<file path="src/rtl/errlog_pkg.sv">
package errlog_pkg;
  localparam int ERR_W      = 13;
  localparam int NUM_CHAN   = 8;
  localparam int FPTR_W     = 5;
  localparam int GPTR_W     = 4;
  localparam int DATA_W     = 16;
  localparam int ADDR_W     = 3;
  localparam int MULTI_IDX  = 12;
  localparam logic [ERR_W-1:0] SRC_BITS = 13'h049C;
  localparam logic [ERR_W-1:0] SEV_INIT = 13'h0098;

  typedef enum logic [ADDR_W-1:0] {
    A_STATUS = 3'd0,
    A_MASK   = 3'd1,
    A_SEV    = 3'd2,
    A_FPTR   = 3'd3,
    A_GPTR   = 3'd4
  } reg_addr_e;
endpackage

</file>
<file path="src/rtl/errlog_status.sv">
module errlog_status #(
  parameter int               ERR_W     = 13,
  parameter int               MULTI_IDX = 12,
  parameter logic [ERR_W-1:0] SRC_BITS  = 13'h049C,
  parameter logic [ERR_W-1:0] SEV_INIT  = 13'h0098
) (
  input  logic             clk,
  input  logic             rst_n,
  input  logic [ERR_W-1:0] evt,
  input  logic [ERR_W-1:0] clr,
  input  logic             mask_we,
  input  logic             sev_we,
  input  logic [ERR_W-1:0] wdata,
  output logic [ERR_W-1:0] status_q,
  output logic [ERR_W-1:0] mask_q,
  output logic [ERR_W-1:0] sev_q,
  output logic [ERR_W-1:0] unm_evt,
  output logic             fatal,
  output logic             nonfatal
);
  localparam logic [ERR_W-1:0] MULTI_BIT = ERR_W'(1) << MULTI_IDX;
  localparam logic [ERR_W-1:0] DEF_BITS  = SRC_BITS | MULTI_BIT;

  logic [ERR_W-1:0] src_evt, logged, set_vec, status_d;
  logic             multi_hit;

  always_comb begin
    src_evt   = evt & SRC_BITS;
    unm_evt   = src_evt & ~mask_q;
    logged    = status_q & SRC_BITS & ~mask_q;
    multi_hit = ((|unm_evt) && (|logged)) || ((unm_evt & (unm_evt - 1'b1)) != '0);
    set_vec   = src_evt | (multi_hit ? MULTI_BIT : '0);
    status_d  = ((status_q & ~clr) | set_vec) & DEF_BITS;
  end

  always_ff @(posedge clk or negedge rst_n) begin
    if (!rst_n) begin
      status_q <= '0;
      mask_q   <= '0;
      sev_q    <= SEV_INIT & DEF_BITS;
    end else begin
      status_q <= status_d;
      if (mask_we) mask_q <= wdata & DEF_BITS;
      if (sev_we)  sev_q  <= wdata & DEF_BITS;
    end
  end

  assign fatal    = |(status_q & ~mask_q & sev_q);
  assign nonfatal = |(status_q & ~mask_q & ~sev_q);

  // a set bit survives unless a clear was written for it
  p_sticky_r2: assert property (@(posedge clk) disable iff (!rst_n)
    1'b1 |=> ((($past(status_q) & ~$past(clr)) & ~status_q) == '0));
  // an event wins over a simultaneous clear
  p_set_wins_r3: assert property (@(posedge clk) disable iff (!rst_n)
    (src_evt != '0) |=> ((status_q & $past(src_evt)) == $past(src_evt)));
  // overlapping unmasked errors flag the multiple-errors bit
  p_multi_r8: assert property (@(posedge clk) disable iff (!rst_n)
    ((|unm_evt) && (|logged)) |=> status_q[MULTI_IDX]);
endmodule

</file>
<file path="src/rtl/errlog_first_ptr.sv">
module errlog_first_ptr #(
  parameter int ERR_W  = 13,
  parameter int FPTR_W = 5
) (
  input  logic              clk,
  input  logic              rst_n,
  input  logic [ERR_W-1:0]  unm_evt,
  input  logic [ERR_W-1:0]  status_q,
  input  logic [ERR_W-1:0]  mask_q,
  output logic [FPTR_W-1:0] ptr_q,
  output logic              valid
);
  logic              held_q, sel_set, sel_masked, free;
  logic [FPTR_W-1:0] low_idx;
  logic [ERR_W-1:0]  sel_onehot;

  always_comb begin
    low_idx = '0;
    for (int i = ERR_W - 1; i >= 0; i--)
      if (unm_evt[i]) low_idx = FPTR_W'(i);
  end

  assign sel_onehot = ERR_W'(1) << ptr_q;
  assign sel_set    = |(status_q & sel_onehot);
  assign sel_masked = |(mask_q & sel_onehot);
  assign free       = !held_q || !sel_set;

  always_ff @(posedge clk or negedge rst_n) begin
    if (!rst_n) begin
      held_q <= 1'b0;
      ptr_q  <= '0;
    end else if (free) begin
      held_q <= |unm_evt;
      if (|unm_evt) ptr_q <= low_idx;
    end
  end

  assign valid = held_q && sel_set && !sel_masked;

  // a free pointer takes an unmasked event
  p_capture_r6: assert property (@(posedge clk) disable iff (!rst_n)
    (free && (|unm_evt)) |=> (held_q && (|(status_q & (ERR_W'(1) << ptr_q)))));
  // a held pointer whose bit is still set does not move
  p_hold_r7: assert property (@(posedge clk) disable iff (!rst_n)
    (held_q && sel_set) |=> (held_q && $stable(ptr_q)));
endmodule

</file>
<file path="src/rtl/errlog_glb_ptr.sv">
module errlog_glb_ptr #(
  parameter int NUM_CHAN = 8,
  parameter int GPTR_W   = 4
) (
  input  logic              clk,
  input  logic              rst_n,
  input  logic [NUM_CHAN-1:0] chan_err,
  output logic [GPTR_W-1:0] ptr_q,
  output logic              held_q
);
  logic              sel_on, free;
  logic [GPTR_W-1:0] low_idx;

  always_comb begin
    low_idx = '0;
    for (int i = NUM_CHAN - 1; i >= 0; i--)
      if (chan_err[i]) low_idx = GPTR_W'(i);
  end

  assign sel_on = |(chan_err & (NUM_CHAN'(1) << ptr_q));
  assign free   = !held_q || !sel_on;

  always_ff @(posedge clk or negedge rst_n) begin
    if (!rst_n) begin
      held_q <= 1'b0;
      ptr_q  <= '0;
    end else if (free) begin
      held_q <= |chan_err;
      if (|chan_err) ptr_q <= low_idx;
    end
  end

  // hold while the named channel stays in error
  p_glb_hold_r9: assert property (@(posedge clk) disable iff (!rst_n)
    (held_q && sel_on) |=> (held_q && $stable(ptr_q)));
  // release when nothing is pending and the named channel cleared
  p_glb_release_r9: assert property (@(posedge clk) disable iff (!rst_n)
    (held_q && !sel_on && !(|chan_err)) |=> !held_q);
endmodule

</file>
<file path="src/rtl/errlog_top.sv">
module errlog_top
  import errlog_pkg::*;
#(
  parameter int               P_ERR_W     = ERR_W,
  parameter int               P_NUM_CHAN  = NUM_CHAN,
  parameter int               P_FPTR_W    = FPTR_W,
  parameter int               P_GPTR_W    = GPTR_W,
  parameter int               P_DATA_W    = DATA_W,
  parameter int               P_ADDR_W    = ADDR_W,
  parameter int               P_MULTI_IDX = MULTI_IDX,
  parameter logic [P_ERR_W-1:0] P_SRC_BITS = SRC_BITS,
  parameter logic [P_ERR_W-1:0] P_SEV_INIT = SEV_INIT
) (
  input  logic                  clk,
  input  logic                  rst_n,
  input  logic [P_ERR_W-1:0]    err_evt,
  input  logic [P_NUM_CHAN-1:0] chan_err,
  input  logic                  reg_wr,
  input  logic [P_ADDR_W-1:0]   reg_addr,
  input  logic [P_DATA_W-1:0]   reg_wdata,
  output logic [P_DATA_W-1:0]   reg_rdata,
  output logic                  err_fatal,
  output logic                  err_nonfatal
);
  logic [P_ERR_W-1:0]  status_q, mask_q, sev_q, unm_evt, clr_vec, wbits;
  logic [P_FPTR_W-1:0] fptr;
  logic [P_GPTR_W-1:0] gptr;
  logic                fvalid, gheld, mask_we, sev_we;
  logic                unused_wdata;

  assign wbits        = reg_wdata[P_ERR_W-1:0];
  assign unused_wdata = ^reg_wdata[P_DATA_W-1:P_ERR_W];
  assign clr_vec      = (reg_wr && reg_addr == A_STATUS) ? wbits : '0;
  assign mask_we      = reg_wr && reg_addr == A_MASK;
  assign sev_we       = reg_wr && reg_addr == A_SEV;

  errlog_status #(
    .ERR_W(P_ERR_W), .MULTI_IDX(P_MULTI_IDX),
    .SRC_BITS(P_SRC_BITS), .SEV_INIT(P_SEV_INIT)
  ) u_status (
    .clk(clk), .rst_n(rst_n), .evt(err_evt), .clr(clr_vec),
    .mask_we(mask_we), .sev_we(sev_we), .wdata(wbits),
    .status_q(status_q), .mask_q(mask_q), .sev_q(sev_q),
    .unm_evt(unm_evt), .fatal(err_fatal), .nonfatal(err_nonfatal)
  );

  errlog_first_ptr #(.ERR_W(P_ERR_W), .FPTR_W(P_FPTR_W)) u_fptr (
    .clk(clk), .rst_n(rst_n), .unm_evt(unm_evt), .status_q(status_q),
    .mask_q(mask_q), .ptr_q(fptr), .valid(fvalid)
  );

  errlog_glb_ptr #(.NUM_CHAN(P_NUM_CHAN), .GPTR_W(P_GPTR_W)) u_gptr (
    .clk(clk), .rst_n(rst_n), .chan_err(chan_err), .ptr_q(gptr), .held_q(gheld)
  );

  always_comb begin
    reg_rdata = '0;
    case (reg_addr)
      A_STATUS: reg_rdata[P_ERR_W-1:0] = status_q;
      A_MASK:   reg_rdata[P_ERR_W-1:0] = mask_q;
      A_SEV:    reg_rdata[P_ERR_W-1:0] = sev_q;
      A_FPTR: begin
        reg_rdata[P_FPTR_W-1:0] = fptr;
        reg_rdata[P_DATA_W-1]   = fvalid;
      end
      A_GPTR: begin
        reg_rdata[P_GPTR_W-1:0] = gptr;
        reg_rdata[P_DATA_W-1]   = gheld;
      end
      default: reg_rdata = '0;
    endcase
  end

  // no error indication without a set, unmasked status bit
  p_quiet_r5: assert property (@(posedge clk) disable iff (!rst_n)
    ((status_q & ~mask_q) == '0) |-> (!err_fatal && !err_nonfatal));
endmodule

</file>
<file path="config.mk">
export PLATFORM = sky130hd
export DESIGN_NAME = errlog_top
export DESIGN_NICKNAME = d
export VERILOG_FILES = /design/src/rtl/errlog_pkg.sv /design/src/rtl/errlog_status.sv /design/src/rtl/errlog_first_ptr.sv /design/src/rtl/errlog_glb_ptr.sv /design/src/rtl/errlog_top.sv
export SDC_FILE = /design/constraint.sdc
export NUM_CORES = 1
export LEC_CHECK = 0
export CORE_MARGIN = 2
export CORE_UTILIZATION = 45
export CTS_BUF_LIST = sky130_fd_sc_hd__clkbuf_16
export CTS_CLUSTER_SIZE = 40
export DETAILED_ROUTE_END_ITERATION = 6
export DONT_BUFFER_PORTS = 1
export PLACE_DENSITY = 0.6
export SYNTH_ARGS = -nofsm -noshare
export SYNTH_HDL_FRONTEND = slang
export SYNTH_HIERARCHICAL = 1
export SYNTH_SLANG_ARGS = --single-unit
</file>
<file path="constraint.sdc">
create_clock -name clk -period 2.06 [get_ports clk]
set_input_delay 0.206 -clock clk [delete_from_list [all_inputs] [get_ports clk]]
set_output_delay 0.206 -clock clk [all_outputs]
set_load 0.05 [all_outputs]
</file>
# After elaboration in Yosys (flattened, before gate mapping)
# Index checks and enable logic that the tools add are counted.
[word_totals]
word_cells = 82
in_bits = 43
out_inout_bits = 18
register_bits = 29
[op_classes]
n_eq_ne = 4
n_bitwise = 15
reduce_logical = 26
n_shift = 2
addsub = 1
muxes = 27
[op_table]
columns = ["op", "count"]
rows = [
  ["13-bit AND", 7],
  ["13-bit OR reduction", 6],
  ["5-bit 2-to-1 mux", 12],
  ["13-bit inverter", 3],
  ["4-bit 2-to-1 mux", 8],
  ["11-bit by 13-bit AND with 13-bit output", 2],
  ["13-bit 2-to-1 mux", 2],
  ["8-bit one-hot mux with 3 select lines", 1],
  ["4-bit one-hot mux with 5 select lines", 1],
  ["8-bit OR reduction", 2],
  ["11-bit by 13-bit bitwise OR with 13-bit output", 1],
  ["13-bit bitwise OR", 1],
  ["13-bit nonzero test", 1],
  ["1-bit by 5-bit << shifter with 13-bit output (first input constant)", 1],
  ["13-bit by 1-bit subtractor with 13-bit output (second input constant)", 1],
  ["8-bit AND", 1],
  ["1-bit by 4-bit << shifter with 8-bit output (first input constant)", 1],
  ["3-bit by 2-bit == test with 1-bit output (second input constant)", 2],
  ["1-bit logical AND", 6],
  ["1-bit zero test", 5],
  ["1-bit one-hot mux with 4 select lines", 1],
  ["2-bit AND reduction", 2],
  ["3-bit by 1-bit == test with 1-bit output (second input constant)", 1],
  ["3-bit == test (second input constant)", 1],
  ["other kinds (4)", 6],
]

# Logic depth before layout (Yosys ltp)
# Gate-level depths: netlist of run 1.
[logic_depth]
word_depth = 15
depth_mapped = 8
mapped_depth_nobuf = 7

# Modules after synthesis
# Netlist of run 1, hierarchy kept.
[by_module_without_submodules]
columns = ["mod", "area_each_um2", "instances", "seq_area_each_um2", "cells_per_inst"]
rows = [
  ["errlog_status", 1114.8, 1, 454.2, 110],
  ["errlog_first_ptr", 762.0, 1, 125.1, 94],
  ["errlog_top", 641.9, 1, 0.0, 90],
  ["errlog_glb_ptr", 354.1, 1, 100.1, 38],
]

# Worst setup path after synthesis of run 1
# OpenSTA, ideal clock, no wires.
[synth_path]
kind = "register -> output"
from = "register u_fptr.ptr_q[3]"
to = "output reg_rdata[15]"
path_buffers = 0
arrival_ps = 2449
stages_incl_launch_ff = 8
setup_slack_ps = -595
t_required_ps = 1854
cell_sequence = "dfrtp_1 -> or4bb_1 -> a21oi_1 -> or4_4 -> o21ai_0 -> nor4_1 -> nand2_1 -> o32ai_1"
[synth_between]
elab_chain_len = 6
elab_cells_between_ends = 9
classes_between = "shift: 1; mux: 1; bitwise: 2; reduce/logical: 5"
[synth_lines]
columns = ["item", "line_no", "rtl"]
rows = [
  ["from (decl)", "errlog_first_ptr.sv:10", "output logic [FPTR_W-1:0] ptr_q,"],
  ["from (signal assigned)", "errlog_first_ptr.sv:34", "if (|unm_evt) ptr_q <= low_idx;"],
  ["1-bit by 5-bit << shifter with 13-bit output (*)", "errlog_first_ptr.sv:23", "assign sel_onehot = ERR_W'(1) << ptr_q;"],
  ["13-bit AND (on tied branches)", "errlog_first_ptr.sv:24, errlog_first_ptr.sv:25", ""],
  ["13-bit OR reduction (on tied branches)", "errlog_first_ptr.sv:24, errlog_first_ptr.sv:25", ""],
  ["1-bit logical AND or 1-bit zero test (tied branches)", "errlog_first_ptr.sv:38", "assign valid = held_q && sel_set && !sel_masked;"],
  ["1-bit logical AND (*)", "errlog_first_ptr.sv:38", ""],
  ["via fvalid", "errlog_top.sv:28", "logic fvalid, gheld, mask_we, sev_we;"],
  ["1-bit one-hot mux with 2 select lines (*)", "errlog_top.sv:58", "case (reg_addr)"],
  ["to (decl)", "errlog_top.sv:21", "output logic [P_DATA_W-1:0] reg_rdata,"],
]
# Mark *: on every way through the listed nets, which the timed path passes. The rest lies on a longest branch.

# Worst setup path after layout of run 1
[layout_path]
from = "register u_fptr.ptr_q[1]"
to = "output reg_rdata[15]"
# The elaborated chain is that of the path after synthesis.

==> results summary, run 1 <==
The cell area that synthesis handed to floorplanning was 2830 sq um. The I/O pin count came out at 61. In this run the tightest slew margin relative to its limit is 30.1%. The CTS buffer count came out at 3.

The initial antenna violation count came out at 0. The number of buffers added on ports is 0. The number of maximum-capacitance violations came out at 0. The kind of end point of the critical path is an output port. The floorplan core area came out at 5990 sq um. The share of the clock period used by the worst path came out at 121%.

The final instance area came out at 3230 sq um. The worst clock skew is 0.00334 ns. The maximum clock path buffer count is 2.

The yosys synthesis warning count came out at 6. The detailed placer's ending HPWL is 5.46 mm. Internal power comes to 0.00177 W.

The slew of the pin with the lowest slew margin came out at 1.05 ns. The relative contribution of the clock network to total power came out at 15.1%. The power per cell area is 905 nW/um^2. The count of unresolved DRC violations after routing is 0.

The fraction of layout instances using a drive strength above 1 is 31.1%. Of the total power, combinational logic draws 57.6%. The checks that failed: negative setup slack.

The startpoint identified for the worst hold timing path is err_evt[10]. For this run, the post-layout net count is 398. The post-route minimum period is 2.50 ns. The run finished, with violations left. The maximum fanout encountered on the critical timing path came out at 2.

The residual antenna-violating net count after detailed routing came out at 0. For this design the total switching power over the nets is 0.00116 W. The smallest setup slack after layout came out at -0.436 ns. Leaving out fill and tap cells, the most frequent cell in the layout is sky130_fd_sc_hd__buf_4. In the global route stage, overall resource usage came out at 20.4%. The number of H-tree levels is 1. The worst setup path is of the reg2out kind. The number of optimization iterations in the first detailed-route pass came out at 4. The count of clock tree sinks came out at 27. The number of setup violations in the final report came out at 3. The required time at the worst-slack endpoint came out at 1.85 ns. Dividing the detail-routed wire length by the instance count gives 16.4 um. Clock tree synthesis selected as its root buffer the cell sky130_fd_sc_hd__clkbuf_16. The floorplan step set the die width to 83.3 um. TritonCTS built the clock tree. The row count came out at 28. The count of vias placed by the detailed router is 2369. The latest clock arrival within the worst-skew pair is 0.26 ns. Timing analysis after detailed placement gives a worst setup slack of -0.167 ns. The antenna diode instance count is 0. Data on the critical path arrives at its endpoint at 2.29 ns.

The peak supply drop came out at 640 uV. The die area came out at 6940 sq um. The type of element launching the critical path is a flop. In this run, flip-flops and latches consume 27.3% of the power. The count of final max-slew check failures came to 0. Tracing the worst setup path back leads to its startpoint at u_fptr/ptr_q[1]. The first global-routing pass estimated 11.7 mm of wire. The switching share of total power is 39.5%. The number of vias per cell after detailed routing came out at 5.52.

The cell count after synthesis came out at 325. The via count of the first global-routing pass came out at 2348. The library cells used most frequently in the layout, excluding fill and tap cells, are sky130_fd_sc_hd__buf_4 (42), sky130_fd_sc_hd__conb_1 (33), sky130_fd_sc_hd__dfrtp_1 (23). The largest net degree at the start of global routing came out at 28.

The type of the tightest min-delay check is in2reg. The worst register-to-register path begins at u_fptr/ptr_q[1]. The die extent in y came out at 83.3 um. Setup repair after global routing could not meet its margin everywhere. The post-synthesis to final-layout area growth came out at 14.3%. The final weighted congestion in routability-driven placement is 0.867. The total routed wirelength is 7.02 mm. The number of DRC violations after detailed-routing iteration 0 is 124. The standard cell area after detailed placement is 3040 sq um. The starting density of the core came out at 47.2%. The final hold violation count is 0. The residual overflow from global routing came out at 0.

The clock slew at the register clock pins of the worst setup and hold paths came out at 0.07 ns. Dividing the synthesized area by the synthesized cell count gives 8.70 sq um. The highest clock rate is 401 MHz. For this design the static power due to leakage is 1.40 nW. The overall power after layout came out at 0.00293 W.
-- per-layer routing --
layer | global-route usage, % | part of all wire [%] | vias to the layer above | wire (um)
met1 | 27.9 | 46 | 1138 | 3230
met4 | 6.56 | 1.9 | 0 | 133
li1 | - | - | 1166 | -
met3 | 3.08 | 4.8 | 12 | 336
met2 | 33.0 | 47 | 53 | 3330
met5 | 0 | 0 | - | 0
-- critical path: stages, from the launching register on --
cell	delay, ns
sky130_fd_sc_hd__dfrtp_1	0.39
sky130_fd_sc_hd__mux2_4	0.30
sky130_fd_sc_hd__a32o_2	0.27
sky130_fd_sc_hd__or4_4	0.50
sky130_fd_sc_hd__o21ai_4	0.16
sky130_fd_sc_hd__nor4_2	0.06
sky130_fd_sc_hd__nand2_1	0.10
sky130_fd_sc_hd__o32ai_4	0.09
sky130_fd_sc_hd__buf_12	0.16
-- layout make-up --
cell class | count | area (sq um)
Clock buffer | 3 | 75.1
Clock inverter | 1 | 5.00
Fill cell | 553 | 2760
Inverter | 19 | 71.3
Multi-Input combinational cell | 257 | 1920
Sequential cell | 27 | 681
Tap cell | 75 | 93.8
Timing Repair Buffer | 47 | 388
-- flip-flops by register name (all words and copies together), names as in the netlist --
register	flops
u_fptr/ptr_q	4
u_gptr/held_q	1
u_status/status_q	6
u_status/sev_q	6
u_status/mask_q	6
u_fptr/held_q	1
u_gptr/ptr_q	3
-- stage by stage --
stage	std cells	utilization, %	hold WS [ns]	setup TNS [ns]
CTS	427	53.1	0.0289	-0.605
global placement	421	50.8	-0.0888	-0.243
detailed placement	421	50.8	-0.0891	-0.338
floorplan	354	-	-0.0896	-0.182
global route	429	54.0	0.0293	-0.784
finish	429	54.0	0.0361	-0.548
-- path summary, 6_finish.rpt --
kind                                               to  slack [ns]  depth (start not counted)
max in group asynchronous           u_status/sev_q[4]        1.41                          2
worst max-delay path                    reg_rdata[15]       -0.44                          8
worst min register to register      u_status/sev_q[4]        0.53                          2
worst min-delay path            u_status/status_q[10]        0.04                          1
min in group asynchronous          u_status/mask_q[7]        0.42                          2
worst max register to register        u_fptr/ptr_q[3]       -0.08                          6
-- timing repair --
action / in CTS / in global routing
hold endpoints to repair: 27 / 0
pin swaps: 1 / 7
hold buffers: 2 / 0
gates resized for setup: 7 / 7
setup buffers: 0 / 2
endpoints found under the setup margin: 5 / 5
-- power groups by stage --
stage	clock network, W	logic (W)	registers, W
after floorplan	0	0.00121	0.000753
after global placement	0	0.00155	0.000800
after detailed placement	0	0.00156	0.000803
after CTS	0.000457	0.00162	0.000795
after global routing	0.000475	0.00183	0.000814
final	0.000442	0.00169	0.000798
Power figures use the tool's default switching activity.
==> run 2: changes to the inputs <==
- PLACE_DENSITY: 0.6 -> 0.58
- clock period: 2.06 -> 2.9 ns (I/O delays scaled with it)
==> results summary, run 2 (same netlist as run 1, synthesis figures left out) <==
Outcome: completed (was complete, but fails checks). The number of vias per cell after detailed routing came out at 5.59 (was 5.52). The highest clock rate came out at 364 MHz. The end of the worst register-to-register path was u_fptr/ptr_q[0] (was u_fptr/ptr_q[3]). The delay contributed by the slowest stage of the critical path is 0.52 ns (was 0.50 ns). The number of optimization iterations in the first detailed-route pass was 4 (unchanged). The antenna diode instance count came out at 0 (unchanged).

The most common cell after layout, fill and taps aside was sky130_fd_sc_hd__conb_1 (was sky130_fd_sc_hd__buf_4). The worst path arrival time came to 2.46 ns (was 2.29 ns). The capture endpoint of the worst hold path is u_status/status_q[7] (was u_status/status_q[10]). The share of the clock period used by the worst path is 94.8%. The required time at the worst-slack endpoint came to 2.61 ns (was 1.85 ns).

The class of the most critical setup path was reg2out (unchanged). The number of instances in the placed design is 392 (was 421). Unrepaired setup endpoints after global routing: no (was yes). The total number of nets in the final design was 367 (was 398).

The count of clock tree sinks came out at 27 (unchanged). The count of unresolved DRC violations after routing came out at 0 (unchanged). The number of H-tree levels came to 1 (unchanged). The maximum clock path buffer count came out at 2 (unchanged).

The TritonCTS clock tree is built (unchanged). The count of final max-slew check failures is 0 (unchanged). The width of the die came out at 83.3 um (unchanged). The start of the worst register-to-register path is u_status/mask_q[7] (was u_fptr/ptr_q[1]).

The die area is 6940 sq um (unchanged). The buffer cell driving the clock tree root is sky130_fd_sc_hd__clkbuf_16 (unchanged). Largest registers in the final layout: u_status/mask_q: 6 flops, u_status/sev_q: 6 flops, u_status/status_q: 6 flops (unchanged). The type of element launching the critical path is a flop (unchanged).

The global-route wire length before repair is 10.7 mm (was 11.7 mm). The I/O pin count is 61 (unchanged). The overall global routing resource usage is 18.6% (was 20.4%). The average wire per cell in the routed design is 16.0 um (was 16.4 um). The kind of end point of the critical path is an output port (unchanged). The launching instance or port of the critical path is u_status/status_q[7] (was u_fptr/ptr_q[1]).

The number of DRC violations after detailed-routing iteration 0 is 134 (was 124). The post-synthesis to final-layout area growth came out at 3.01% (was 14.3%). The maximum fanout encountered on the critical timing path came out at 4 (was 2). The power per cell area came out at 637 nW/um^2 (was 905 nW/um^2). The pre-CTS worst setup slack was 0.301 ns (was -0.167 ns). The detailed placer's ending HPWL is 4.83 mm (was 5.46 mm). The smallest setup slack after layout is 0.152 ns (was -0.436 ns). The number of cells in the finished layout apart from fillers is 398 (was 429). The leakage power of the design is 1.21 nW (was 1.40 nW). The starting density of the core came out at 47.2% (unchanged). The total routed wirelength is 6.37 mm (was 7.02 mm). The slew of the pin with the lowest slew margin was 1.15 ns (was 1.05 ns). The worst clock skew came to 0.00615 ns (was 0.00334 ns).

The initial antenna violation count is 0 (unchanged). The final hold violation count came out at 0 (unchanged). The setup TNS after final layout came to 0 ns (was -0.548 ns).

The largest net degree at the start of global routing was 28 (unchanged). The post-route minimum period is 2.75 ns. The type of the tightest min-delay check is in2reg (unchanged).

The number of buffers added on ports came out at 0 (unchanged). The count of vias placed by the detailed router was 2226 (was 2369). Ordered cell list for the critical path: mux2_4 -> a32o_1 -> or4_4 -> o21ai_1 -> nor4_1 -> nand2_1 -> o32ai_2 -> buf_6 (was mux2_4 -> a32o_2 -> or4_4 -> o21ai_4 -> nor4_2 -> nand2_1 -> o32ai_4 -> buf_12). The peak supply drop was 411 uV (was 640 uV).

The number of instances on the worst hold path is 1 (unchanged). The residual antenna-violating net count after detailed routing is 0 (unchanged). The setup slack of the worst register-to-register path is 0.53 ns (was -0.08 ns). The via count of the first global-routing pass is 2110 (was 2348). The start point of the worst hold path is err_evt[7] (was err_evt[10]). The worst relative slew slack came to 23.3% (was 30.1%). The floorplan core area was 5990 sq um (unchanged). The clock slew at the register clock pins of the worst setup and hold paths is 0.07 ns (about the same). The final weighted congestion in routability-driven placement came out at 0.798 (was 0.867). The latest clock arrival within the worst-skew pair is 0.26 ns (about the same). The worst-case reg-to-reg path depth came out at 7 (was 6). Leading cell types in the layout, fill and taps excluded: sky130_fd_sc_hd__conb_1 (33), sky130_fd_sc_hd__dfrtp_1 (23), sky130_fd_sc_hd__mux2i_1 (19), sky130_fd_sc_hd__inv_1 (19), sky130_fd_sc_hd__nor2_1 (18) (was sky130_fd_sc_hd__buf_4 (42), sky130_fd_sc_hd__conb_1 (33), sky130_fd_sc_hd__dfrtp_1 (23)). The number of maximum-capacitance violations came out at 0 (unchanged). The CTS buffer count is 3 (unchanged). The die extent in y came out at 83.3 um (unchanged).

The residual overflow from global routing came out at 0 (unchanged). The standard cell with the maximum stage delay on the critical path is sky130_fd_sc_hd__or4_4 (unchanged). The row count was 28 (unchanged). The fraction of layout instances using a drive strength above 1 came to 20.7% (was 31.1%). The number of setup violations in the final report came out at 0 (was 3). The buffer count from post-CTS setup fixing was 0 (unchanged). The overall power after layout is 0.00186 W (was 0.00293 W).
## run 2: power breakdown
part           total [W]  internal [W]  switching, W
Clock           0.000330      0.000191      0.000139
Sequential      0.000595      0.000463      0.000132
Combinational   0.000931      0.000454      0.000477
## run 2: how the worst max path moves through the flow
stage,end,slack (ns),cells after the start
2_1_floorplan,reg_rdata[15],0.16,7
3_3_place_gp,reg_rdata[15],0.25,8
3_5_place_dp,reg_rdata[15],0.30,8
4_1_cts,reg_rdata[15],0.06,8
5_1_grt,reg_rdata[15],0.07,8
6_report,reg_rdata[15],0.15,8
## run 2: final cells by class
| class | instances | area (sq um) |
|---|---|---|
| Clock buffer | 3 | 75.1 |
| Clock inverter | 1 | 8.76 |
| Fill cell | 593 | 3080 |
| Inverter | 19 | 71.3 |
| Multi-Input combinational cell | 257 | 1850 |
| Sequential cell | 27 | 681 |
| Tap cell | 75 | 93.8 |
| Timing Repair Buffer | 16 | 139 |
## run 2: metal layers
layer  GRT usage [%]  share of wire [%]  vias up
met2            31.8                 48       51
met4            2.24               0.49        0
li1                -                  -     1099
met5               0                  0        -
met1            25.5                 48     1072
met3            3.08                3.9        4
## run 2: what timing repair did
item,CTS,global route
resized for setup,1,2
hold buffers,2,0
pin swaps,0,1
setup endpoints to repair,1,1
hold endpoints to repair,27,0
## run 2: through the flow
| step | area [sq um] | hold WS, ns | utilization [%] |
|---|---|---|---|
| floorplan | 2940 | -0.00559 | - |
| global placement | 2800 | -0.00430 | 46.7 |
| detailed placement | 2800 | -0.00424 | 46.7 |
| CTS | 2910 | 0.108 | 48.6 |
| global route | 2910 | 0.108 | 48.6 |
| finish | 2910 | 0.111 | 48.6 |
## run 2: critical path, delay by kind of cell, from the launching register on
kind,cells,cell delay [ns]
and+or+nand+nor,3,0.70
AOI/OAI and AO/OA,3,0.63
DFF,1,0.43
muxes,1,0.27
buffers and inverters,1,0.16
==> run 3: changes to the inputs <==
- CELL_PAD_IN_SITES_DETAIL_PLACEMENT: not set -> 1
- CELL_PAD_IN_SITES_GLOBAL_PLACEMENT: not set -> 1
- PLACE_DENSITY: 0.58 -> 0.74
==> results summary, run 3 (same netlist as run 1, synthesis figures left out) <==
Outcome: completed (unchanged). The clock slew at the register clock pins of the worst setup and hold paths came out at 0.08 ns (was 0.07 ns). The floorplan core area came out at 5990 sq um (unchanged). The smallest hold slack is 0.104 ns (was 0.111 ns). The launching instance or port of the critical path is u_fptr/ptr_q[1] (was u_status/status_q[7]).

The total routed wirelength came out at 7.39 mm (was 6.37 mm). The kind of end point of the critical path is an output port (unchanged). Leading cell types in the layout, fill and taps excluded: sky130_fd_sc_hd__conb_1 (33), sky130_fd_sc_hd__dfrtp_1 (23), sky130_fd_sc_hd__mux2i_1 (19), sky130_fd_sc_hd__inv_1 (19), sky130_fd_sc_hd__nor2_1 (18) (unchanged). The residual antenna-violating net count after detailed routing came out at 0 (unchanged). The final weighted congestion in routability-driven placement was 0.792 (was 0.798). The via count of the first global-routing pass came to 2522 (was 2110). The initial antenna violation count was 0 (unchanged). The share of the clock period used by the worst path is 95.7% (was 94.8%). The most common cell after layout, fill and taps aside is sky130_fd_sc_hd__conb_1 (unchanged). The buffer count from post-CTS setup fixing came out at 0 (unchanged). The slew of the pin with the lowest slew margin is 1.11 ns (was 1.15 ns). The standard cell area after detailed placement is 2810 sq um (was 2800 sq um). Largest registers in the final layout: u_status/mask_q: 6 flops, u_status/sev_q: 6 flops, u_status/status_q: 6 flops (unchanged). The highest clock rate is 360 MHz (was 364 MHz).

The count of clock tree sinks came out at 27 (unchanged). The number of buffers added on ports is 0 (unchanged). The maximum clock path buffer count came out at 2 (unchanged).

The number of optimization iterations in the first detailed-route pass is 4 (unchanged). The die extent in y came out at 83.3 um (unchanged). The count of unresolved DRC violations after routing came out at 0 (unchanged). The number of setup violations in the final report came out at 0 (unchanged). The global-route wire length before repair is 12.5 mm (was 10.7 mm). The required time at the worst-slack endpoint was 2.61 ns (about the same). The total number of nets in the final design is 369 (was 367).

The overall power after layout is 0.00192 W (was 0.00186 W). The latest clock arrival within the worst-skew pair is 0.27 ns (was 0.26 ns). The average wire per cell in the routed design is 18.5 um (was 16.0 um). The count of vias placed by the detailed router came out at 2284 (was 2226). The buffer cell driving the clock tree root is sky130_fd_sc_hd__clkbuf_16 (unchanged). The post-route minimum period was 2.78 ns (was 2.75 ns).

The detailed placer's ending HPWL came out at 5.65 mm (was 4.83 mm). The class of the most critical setup path is reg2out (unchanged). The setup TNS after final layout came to 0 ns (unchanged). The worst clock skew is 0.00388 ns (was 0.00615 ns).

The number of H-tree levels was 1 (unchanged). The number of maximum-capacitance violations came out at 0 (unchanged). The count of final max-slew check failures is 0 (unchanged). The largest net degree at the start of global routing was 28 (unchanged). The power per cell area is 653 nW/um^2 (was 637 nW/um^2).

The peak supply drop came to 347 uV (was 411 uV). The number of DRC violations after detailed-routing iteration 0 came out at 77 (was 134). The worst path arrival time was 2.49 ns (was 2.46 ns).

The row count is 28 (unchanged). The start of the worst register-to-register path is u_status/mask_q[7] (unchanged). The fraction of layout instances using a drive strength above 1 was 21.5% (was 20.7%).

The type of element launching the critical path is a flop (unchanged). The width of the die came out at 83.3 um (unchanged). The antenna diode instance count is 0 (unchanged). The post-synthesis to final-layout area growth is 3.72% (was 3.01%). The die area came to 6940 sq um (unchanged). Unrepaired setup endpoints after global routing: no (unchanged). The type of the tightest min-delay check is in2reg (unchanged). The TritonCTS clock tree is built (unchanged). The leakage power of the design was 1.22 nW (was 1.21 nW).

The utilization of the core after routing is 49.0% (was 48.6%). The number of vias per cell after detailed routing is 5.71 (was 5.59). The final hold violation count is 0 (unchanged). The worst relative slew slack came to 26.3% (was 23.3%). The residual overflow from global routing was 0 (unchanged).

The start point of the worst hold path was err_evt[10] (was err_evt[7]). The CTS buffer count is 3 (unchanged). The starting density of the core was 47.2% (unchanged). The I/O pin count came out at 61 (unchanged).

The maximum fanout encountered on the critical timing path came out at 3 (was 4). The overall global routing resource usage came to 22.1% (was 18.6%). The final instance area came to 2930 sq um (was 2910 sq um).
## run 3: path summary, 6_finish.rpt
| path | endpoint | slack (ns) | cells after the start |
|---|---|---|---|
| setup / recovery | reg_rdata[15] | 0.12 | 8 |
| hold / removal | u_status/status_q[10] | 0.10 | 1 |
| hold reg to reg | u_status/sev_q[4] | 0.55 | 2 |
| min in group asynchronous | u_fptr/ptr_q[3] | 0.45 | 2 |
| setup reg to reg | u_fptr/ptr_q[1] | 0.50 | 7 |
| max in group asynchronous | u_status/sev_q[3] | 2.21 | 2 |
## run 3: metrics by stage
step / setup WS, ns / instances
CTS: 0.0227 / 400
floorplan: 0.161 / 354
global route: 0.0108 / 400
detailed placement: 0.187 / 394
finish: 0.124 / 400
global placement: 0.223 / 394
## run 3: repair_timing
item,4_1_cts,5_1_grt
gates resized for setup,1,3
endpoints found under the hold margin,27,0
pin swaps,1,0
hold buffers,2,0
setup endpoints to repair,1,1
## run 3: critical path, stage by stage, from the launching register on
cell and delay [ns]:
sky130_fd_sc_hd__dfrtp_1 0.42, sky130_fd_sc_hd__mux2_4 0.31, sky130_fd_sc_hd__a32o_1 0.28, sky130_fd_sc_hd__or4_4 0.52, sky130_fd_sc_hd__o21ai_1 0.27, sky130_fd_sc_hd__nor4_2 0.08
sky130_fd_sc_hd__nand2_1 0.09, sky130_fd_sc_hd__o32ai_2 0.08, sky130_fd_sc_hd__buf_6 0.16
## run 3: layout make-up
| class | count | area (sq um) |
|---|---|---|
| Fill cell | 718 | 3060 |
| Multi-Input combinational cell | 257 | 1850 |
| Sequential cell | 27 | 681 |
| Tap cell | 75 | 93.8 |
| Timing Repair Buffer | 18 | 154 |
| Clock buffer | 3 | 75.1 |
| Clock inverter | 1 | 7.51 |
| Inverter | 19 | 71.3 |
## run 3: metal layers
layer	up-vias	track usage, %	wire length [um]
li1	1101	-	-
met2	44	39.5	3700
met5	-	0	0
met1	1133	27.7	3310
met3	6	4.47	316
met4	0	4.02	64
## run 3: power breakdown
| part | internal [W] | leakage, nW | switching, W |
|---|---|---|---|
| clock | 0.000189 | 0.0371 | 0.000157 |
| sequential | 0.000463 | 0.299 | 0.000135 |
| combinational | 0.000464 | 0.883 | 0.000508 |
